[src/rtl/irq_prio_pkg.sv]
package irq_prio_pkg;
  typedef enum logic [1:0] {
    REG_LVL_EN   = 2'd0,
    REG_AVEC_EN  = 2'd1,
    REG_LINE_DIS = 2'd2,
    REG_PEND     = 2'd3
  } reg_addr_e;
endpackage

[src/rtl/irq_sync.sv]
module irq_sync #(
  parameter int unsigned WIDTH  = 7,
  parameter int unsigned STAGES = 2
) (
  input  logic             clk_i,
  input  logic             rst_ni,
  input  logic [WIDTH-1:0] d_i,
  output logic [WIDTH-1:0] q_o
);
  logic [WIDTH-1:0] stg_q [STAGES];

  always_ff @(posedge clk_i or negedge rst_ni) begin
    if (!rst_ni) begin
      for (int i = 0; i < STAGES; i++) stg_q[i] <= '0;
    end else begin
      stg_q[0] <= d_i;
      for (int i = 1; i < STAGES; i++) stg_q[i] <= stg_q[i-1];
    end
  end

  assign q_o = stg_q[STAGES-1];
endmodule

[src/rtl/irq_regs.sv]
module irq_regs
  import irq_prio_pkg::*;
#(
  parameter int unsigned NUM_LEVELS = 7,
  parameter int unsigned DATA_W     = 16
) (
  input  logic                  clk_i,
  input  logic                  rst_ni,
  input  logic                  wr_en_i,
  input  logic [1:0]            addr_i,
  input  logic [DATA_W-1:0]     wdata_i,
  input  logic [NUM_LEVELS-1:0] pend_i,
  output logic [DATA_W-1:0]     rdata_o,
  output logic [NUM_LEVELS-1:0] lvl_en_o,
  output logic [NUM_LEVELS-1:0] avec_en_o,
  output logic [NUM_LEVELS-1:0] line_dis_o
);
  logic [NUM_LEVELS-1:0] lvl_en_q, avec_en_q, line_dis_q;
  reg_addr_e             sel;

  assign sel = reg_addr_e'(addr_i);

  always_ff @(posedge clk_i or negedge rst_ni) begin
    if (!rst_ni) begin
      lvl_en_q   <= '0;
      avec_en_q  <= '0;
      line_dis_q <= '0;
    end else if (wr_en_i) begin
      case (sel)
        REG_LVL_EN:   lvl_en_q   <= wdata_i[NUM_LEVELS-1:0];
        REG_AVEC_EN:  avec_en_q  <= wdata_i[NUM_LEVELS-1:0];
        REG_LINE_DIS: line_dis_q <= wdata_i[NUM_LEVELS-1:0];
        default: ;  // pending view is read-only
      endcase
    end
  end

  always_comb begin
    rdata_o = '0;
    case (sel)
      REG_LVL_EN:   rdata_o[NUM_LEVELS-1:0] = lvl_en_q;
      REG_AVEC_EN:  rdata_o[NUM_LEVELS-1:0] = avec_en_q;
      REG_LINE_DIS: rdata_o[NUM_LEVELS-1:0] = line_dis_q;
      REG_PEND:     rdata_o[NUM_LEVELS-1:0] = pend_i;
      default:      rdata_o = '0;
    endcase
  end

  assign lvl_en_o   = lvl_en_q;
  assign avec_en_o  = avec_en_q;
  assign line_dis_o = line_dis_q;
endmodule

[src/rtl/irq_prio_enc.sv]
module irq_prio_enc #(
  parameter int unsigned NUM_LEVELS = 7,
  parameter int unsigned LVL_W      = 3
) (
  input  logic [NUM_LEVELS-1:0] req_i,
  output logic [LVL_W-1:0]      lvl_o
);
  // ascending scan: last hit is the highest level
  always_comb begin
    lvl_o = '0;
    for (int k = 0; k < NUM_LEVELS; k++) begin
      if (req_i[k]) lvl_o = LVL_W'(k + 1);
    end
  end
endmodule

[src/rtl/irq_ack_route.sv]
module irq_ack_route #(
  parameter int unsigned NUM_LEVELS = 7,
  parameter int unsigned LVL_W      = 3
) (
  input  logic                  iack_i,
  input  logic [LVL_W-1:0]      iack_lvl_i,
  input  logic [NUM_LEVELS-1:0] avec_en_i,
  input  logic [NUM_LEVELS-1:0] line_dis_i,
  output logic [NUM_LEVELS-1:0] dev_ack_o,
  output logic                  autovec_o
);
  logic [NUM_LEVELS-1:0] hit;

  for (genvar k = 0; k < NUM_LEVELS; k++) begin : g_lvl
    assign hit[k] = iack_i && (iack_lvl_i == LVL_W'(k + 1)) && !line_dis_i[k];
  end

  assign dev_ack_o = hit;
  assign autovec_o = |(hit & avec_en_i);
endmodule

[src/rtl/irq_prio_ctrl.sv]
module irq_prio_ctrl #(
  parameter int unsigned NUM_LEVELS  = 7,
  parameter int unsigned SYNC_STAGES = 2,
  parameter int unsigned DATA_W      = 16,
  localparam int unsigned LVL_W      = $clog2(NUM_LEVELS + 1)
) (
  input  logic                  clk_i,
  input  logic                  rst_ni,
  input  logic [NUM_LEVELS-1:0] irq_i,
  input  logic                  wr_en_i,
  input  logic [1:0]            addr_i,
  input  logic [DATA_W-1:0]     wdata_i,
  output logic [DATA_W-1:0]     rdata_o,
  input  logic                  iack_i,
  input  logic [LVL_W-1:0]      iack_lvl_i,
  output logic [LVL_W-1:0]      ipl_o,
  output logic [NUM_LEVELS-1:0] dev_ack_o,
  output logic                  autovec_o
);
  logic [NUM_LEVELS-1:0] irq_sync_q;
  logic [NUM_LEVELS-1:0] lvl_en, avec_en, line_dis;
  logic [NUM_LEVELS-1:0] pend;

  irq_sync #(.WIDTH(NUM_LEVELS), .STAGES(SYNC_STAGES)) u_sync (
    .clk_i (clk_i),
    .rst_ni(rst_ni),
    .d_i   (irq_i),
    .q_o   (irq_sync_q)
  );

  assign pend = irq_sync_q & lvl_en & ~line_dis;

  irq_regs #(.NUM_LEVELS(NUM_LEVELS), .DATA_W(DATA_W)) u_regs (
    .clk_i     (clk_i),
    .rst_ni    (rst_ni),
    .wr_en_i   (wr_en_i),
    .addr_i    (addr_i),
    .wdata_i   (wdata_i),
    .pend_i    (pend),
    .rdata_o   (rdata_o),
    .lvl_en_o  (lvl_en),
    .avec_en_o (avec_en),
    .line_dis_o(line_dis)
  );

  irq_prio_enc #(.NUM_LEVELS(NUM_LEVELS), .LVL_W(LVL_W)) u_enc (
    .req_i(pend),
    .lvl_o(ipl_o)
  );

  irq_ack_route #(.NUM_LEVELS(NUM_LEVELS), .LVL_W(LVL_W)) u_ack (
    .iack_i    (iack_i),
    .iack_lvl_i(iack_lvl_i),
    .avec_en_i (avec_en),
    .line_dis_i(line_dis),
    .dev_ack_o (dev_ack_o),
    .autovec_o (autovec_o)
  );
endmodule


[config.mk]
export PLATFORM = sky130hd
export DESIGN_NAME = irq_prio_ctrl
export DESIGN_NICKNAME = d
export VERILOG_FILES = /design/src/rtl/irq_prio_pkg.sv /design/src/rtl/irq_sync.sv /design/src/rtl/irq_regs.sv /design/src/rtl/irq_prio_enc.sv /design/src/rtl/irq_ack_route.sv /design/src/rtl/irq_prio_ctrl.sv
export SDC_FILE = /design/constraint.sdc
export NUM_CORES = 1
export LEC_CHECK = 0
export BUFFER_PORTS_ARGS = -buffer_cell sky130_fd_sc_hd__buf_2
export CAP_MARGIN = 20
export CORE_ASPECT_RATIO = 0.6
export CORE_MARGIN = 2
export CORE_UTILIZATION = 40
export DETAILED_ROUTE_END_ITERATION = 10
export PLACE_DENSITY = 0.7
export SLEW_MARGIN = 10
export SYNTH_ARGS = -nofsm -noshare
export SYNTH_HDL_FRONTEND = slang
export SYNTH_SLANG_ARGS = --single-unit
[constraint.sdc]
create_clock -name clk_i -period 1.1 [get_ports clk_i]
set_input_delay 0.055 -clock clk_i [delete_from_list [all_inputs] [get_ports clk_i]]
set_output_delay 0.055 -clock clk_i [all_outputs]
set_load 0.01 [all_outputs]
==> impl.org <==
** Timing
- Setup slack on the critical path of the routed design comes to -537 ps.
- For the final routed database, the setup TNS stands at -5540 ps.
- Hold Vio Cnt, Final :: 0
- Of the available clock period, the critical path in the final layout requires 149%.
- RSZ-0062 raised after global routing :: true
- Setup violations remaining at the end of the flow were counted as 17.
- Final worst clock skew :: 0.427 ps
- Based on the critical path, the design can be clocked at up to 611 MHz.
- Pins over their slew limit :: 0
- For the finished layout, the period the worst path requires is 1640 ps.

** Power
- Summed over all cells, the static leakage comes to 1.14 nW.
- Across the VDD grid, the largest voltage drop is 0.979 mV.
- Power Density :: 1520 mW/mm^2

** Drt
- For this block, the routed nets add up to 4.35 mm of wire.
- Per-cell via count in the routed design :: 5.19
- Dividing the detail-routed wire length by the instance count gives 17.2 um.
- Summing over every cut layer, the via total after detailed routing is 1312.
- Remaining design rule violation count :: 0
- Pre-antenna DRT Iters :: 4
- The detail route stage leaves a number of antenna-violating nets equal to 0.
- The first routing iteration left 63 violations.

** Worst setup path
- The worst setup path is launched from a flop.
- Crit-path cells :: or3b_4 > a211oi_2 > a21oi_1 > nand3_1 > buf_2
- Maximum fanout encountered on the critical timing path :: 2
- Counting cells, the worst reg-to-reg path comes to 2.
- CP Capture Type :: primary output
- Worst Path Class, Setup :: reg2out
- For the worst setup path, the data arrival time is 1580 ps.
- Delay contributed by the slowest stage of the critical path :: 400 ps
- The largest individual stage delay along the critical path comes from the cell dfrtp_1.
- At the worst endpoint, the required time is 1040 ps.

** Logic synthesis
- The synthesized netlist devotes 3.48% of its cell area to compound gates.
- Number of synthesized register bits :: 35
- Post-synthesis share of cell area spent on xor and xnor gates :: 0%
- Count of mapped cells out of synthesis :: 119
- The synthesized netlist occupies a cell area of 0.00165 sq mm.
- The netlist uses 24 different library cells.
- Yosys warnings :: 0
- Fraction of the mapped netlist area in simple logic gates :: 12.5%
- Post-synthesis sequential area ratio :: 53.0%
- After synthesis, the largest family of logic cells by area is multiplexers.
- A synthesized cell averages 13.9 sq um.
- Mux contribution to synthesized area :: 25.4%
- After Yosys synthesis, full adders, half adders and majority gates account for 0% of the synthesized area.

** Place
- During placement, the flow inserted port buffers numbering 40.
- Placer's final routability congestion estimate :: 0.813
- Before CTS, the worst setup slack after placement is -167 ps.
- After legalization and detailed placement, the total HPWL measured 3.01 mm.

** Die
- 59 I/O pins were placed.
- Starting density of the core :: 41.0%
- The core region is 0.00403 sq mm.
- Floorplan die width :: 87.0 um
- The initialized floorplan defines 18 standard-cell rows.
- The die is 53.8 um tall.
- Die area :: 0.00468 sq mm

** Clock network
- H-Tree Level Count :: 2
- TritonCTS built the clock tree.
- Clock input transition at the sequential cells of the worst setup and hold paths :: 70 ps
- The tree built by TritonCTS fans out to 35 sinks.
- The longest clock path from root to sink contains 2 buffers.
- Clock root buffer :: clkbuf_8
- Clock Latency Late Sink :: 280 ps
- In this run, CTS created clock tree buffers numbering 5.

** Global routing
- In the global route stage, met1 resource usage came out at 26.5%.
- Global-route wire length before repair :: 6.89 mm
- For this run, the total global-route usage over all layers was measured as 20.1%.
- Fraction of met3 tracks used by global routing :: 5.52%
- After global routing, the most crowded layer is met2.
- Entering global routing, the biggest net connects 21 pins.
- Antenna violations before repair :: 0
- For met2 alone, demand over resource in global routing was 32.6%.
- After global routing the overflow that remains totals 0.
- Vias in the first global route :: 1396

** Cells and area
- Ant. Diodes :: 0
- Leaving out fill and tap cells, the most frequent cells in the layout are 31 x dfrtp_1, 30 x buf_2, 23 x buf_4.
- Leaving out fill and tap cells, the most frequent cell in the layout is dfrtp_1.
- In the final layout, the share of cells above drive strength 1 is 67.5%.
- Fillcell total :: 307
- Area overhead of the layout relative to synthesis :: 50.6%
- The net count of the finished layout is 234.

** Status
- Status :: complete, but fails checks
- Violations in the final reports :: negative setup slack

** Worst hold path
- The worst hold path belongs to the class in2reg.
- Along the worst hold path, the cell count comes to 2.

** Flow run
- Max-Cap Viols :: 0
==> through the flow <==
stage          power [mW]  cell area [sq um]  std cells  util (%)  hold slack, ps
4_1_cts              3.69               2410        252      59.7            31.2
3_3_place_gp         2.37               2030        225      50.3           -18.0
6_report             3.79               2490        253      61.8            32.0
2_1_floorplan        2.03               1690        127         -            -241
3_5_place_dp         2.41               2030        225      50.3           -5.00
5_1_grt              3.97               2490        253      61.8            32.5
==> layer usage <==
layer / wire (um) / vias up
met5: 0 / -
met4: 65 / 0
met3: 262 / 8
met2: 2170 / 58
met1: 1860 / 663
li1: - / 583
==> path summary, 6_finish.rpt <==
check	start	endpoint	slack, ps
worst max-delay path	u_regs.line_dis_o[1]$_DFFE_PN0P_	autovec_o	-540
worst min-delay path	wdata_i[2]	u_regs.lvl_en_o[2]$_DFFE_PN0P_	30
worst max register to register	u_regs.line_dis_o[4]$_DFFE_PN0P_	u_regs.line_dis_o[4]$_DFFE_PN0P_	120
worst min register to register	u_sync.stg_q[9]$_DFF_PN0_	u_sync.q_o[2]$_DFF_PN0_	350
max in group asynchronous	rst_ni	u_regs.line_dis_o[2]$_DFFE_PN0P_	430
min in group asynchronous	rst_ni	u_regs.avec_en_o[6]$_DFFE_PN0P_	220
==> synthesized netlist by cell type, drive strengths merged <==
| master | instances | area [sq um] |
|---|---|---|
| a21oi | 2 | 10.0 |
| mux4 | 7 | 184 |
| a211oi | 1 | 7.51 |
| mux2 | 21 | 236 |
| nor4 | 1 | 6.26 |
| a22oi | 2 | 15.0 |
| nor4b | 2 | 23.8 |
| nand3 | 1 | 5.00 |
| nand2 | 10 | 37.5 |
| nor2 | 10 | 37.5 |
| nor3 | 4 | 20.0 |
| o31ai | 2 | 15.0 |
| o32a | 1 | 10.0 |
| nor3b | 1 | 18.8 |
| nand3b | 3 | 30.0 |
| buf | 11 | 90.1 |
| dfrtp | 35 | 876 |
| conb | 1 | 3.75 |
| or2 | 1 | 6.26 |
| or3b | 1 | 8.76 |
| nand2b | 2 | 12.5 |
==> kinds of logic (layout without fill, tap and decap cells) <==
group                  after synthesis  after routing
AO/OA/AOI/OAI                        8              8
buffers and inverters               11             87
flip-flops                          35             35
multiplexers                        28             28
other                                1              9
AND/OR/NAND/NOR                     36             36
==> layout make-up <==
cell class                 instances  area (sq um)  share of cell area, %
sequential                        35           881                   35.4
multi-input combinational         81           825                   33.1
timing repair buffer              79           623                   25.0
clock buffer                       8           100                   4.02
tap                               50          62.6                   2.51
==> state kept, by name, indices dropped and copies added (netlist names) <==
signal and count:
u_regs.avec_en_o 7, u_sync.q_o 7, u_regs.line_dis_o 7, u_regs.lvl_en_o 7, u_sync.stg_q 7
==> power by group <==
part | switching [mW] | internal (mW)
clock | 0.428 | 0.571
combinational | 0.474 | 0.683
sequential | 0.166 | 1.47
total | 1.07 | 2.72
==> what timing repair did <==
item | 4_1_cts | 5_1_grt
endpoints found under the setup margin | 18 | 18
gates resized for setup | 37 | 21
pin swaps | 13 | 9
hold buffers | 8 | 0
endpoints found under the hold margin | 22 | 0
setup buffers | 12 | 1
==> critical path, delay by kind of cell (launching register included) <==
family	cells	cell delay, ps
flip-flops	1	400
buffers and inverters	1	130
AO/OA/AOI/OAI	2	290
AND/OR/NAND/NOR	2	480
No activity file was read; power rests on OpenSTA's default activity.
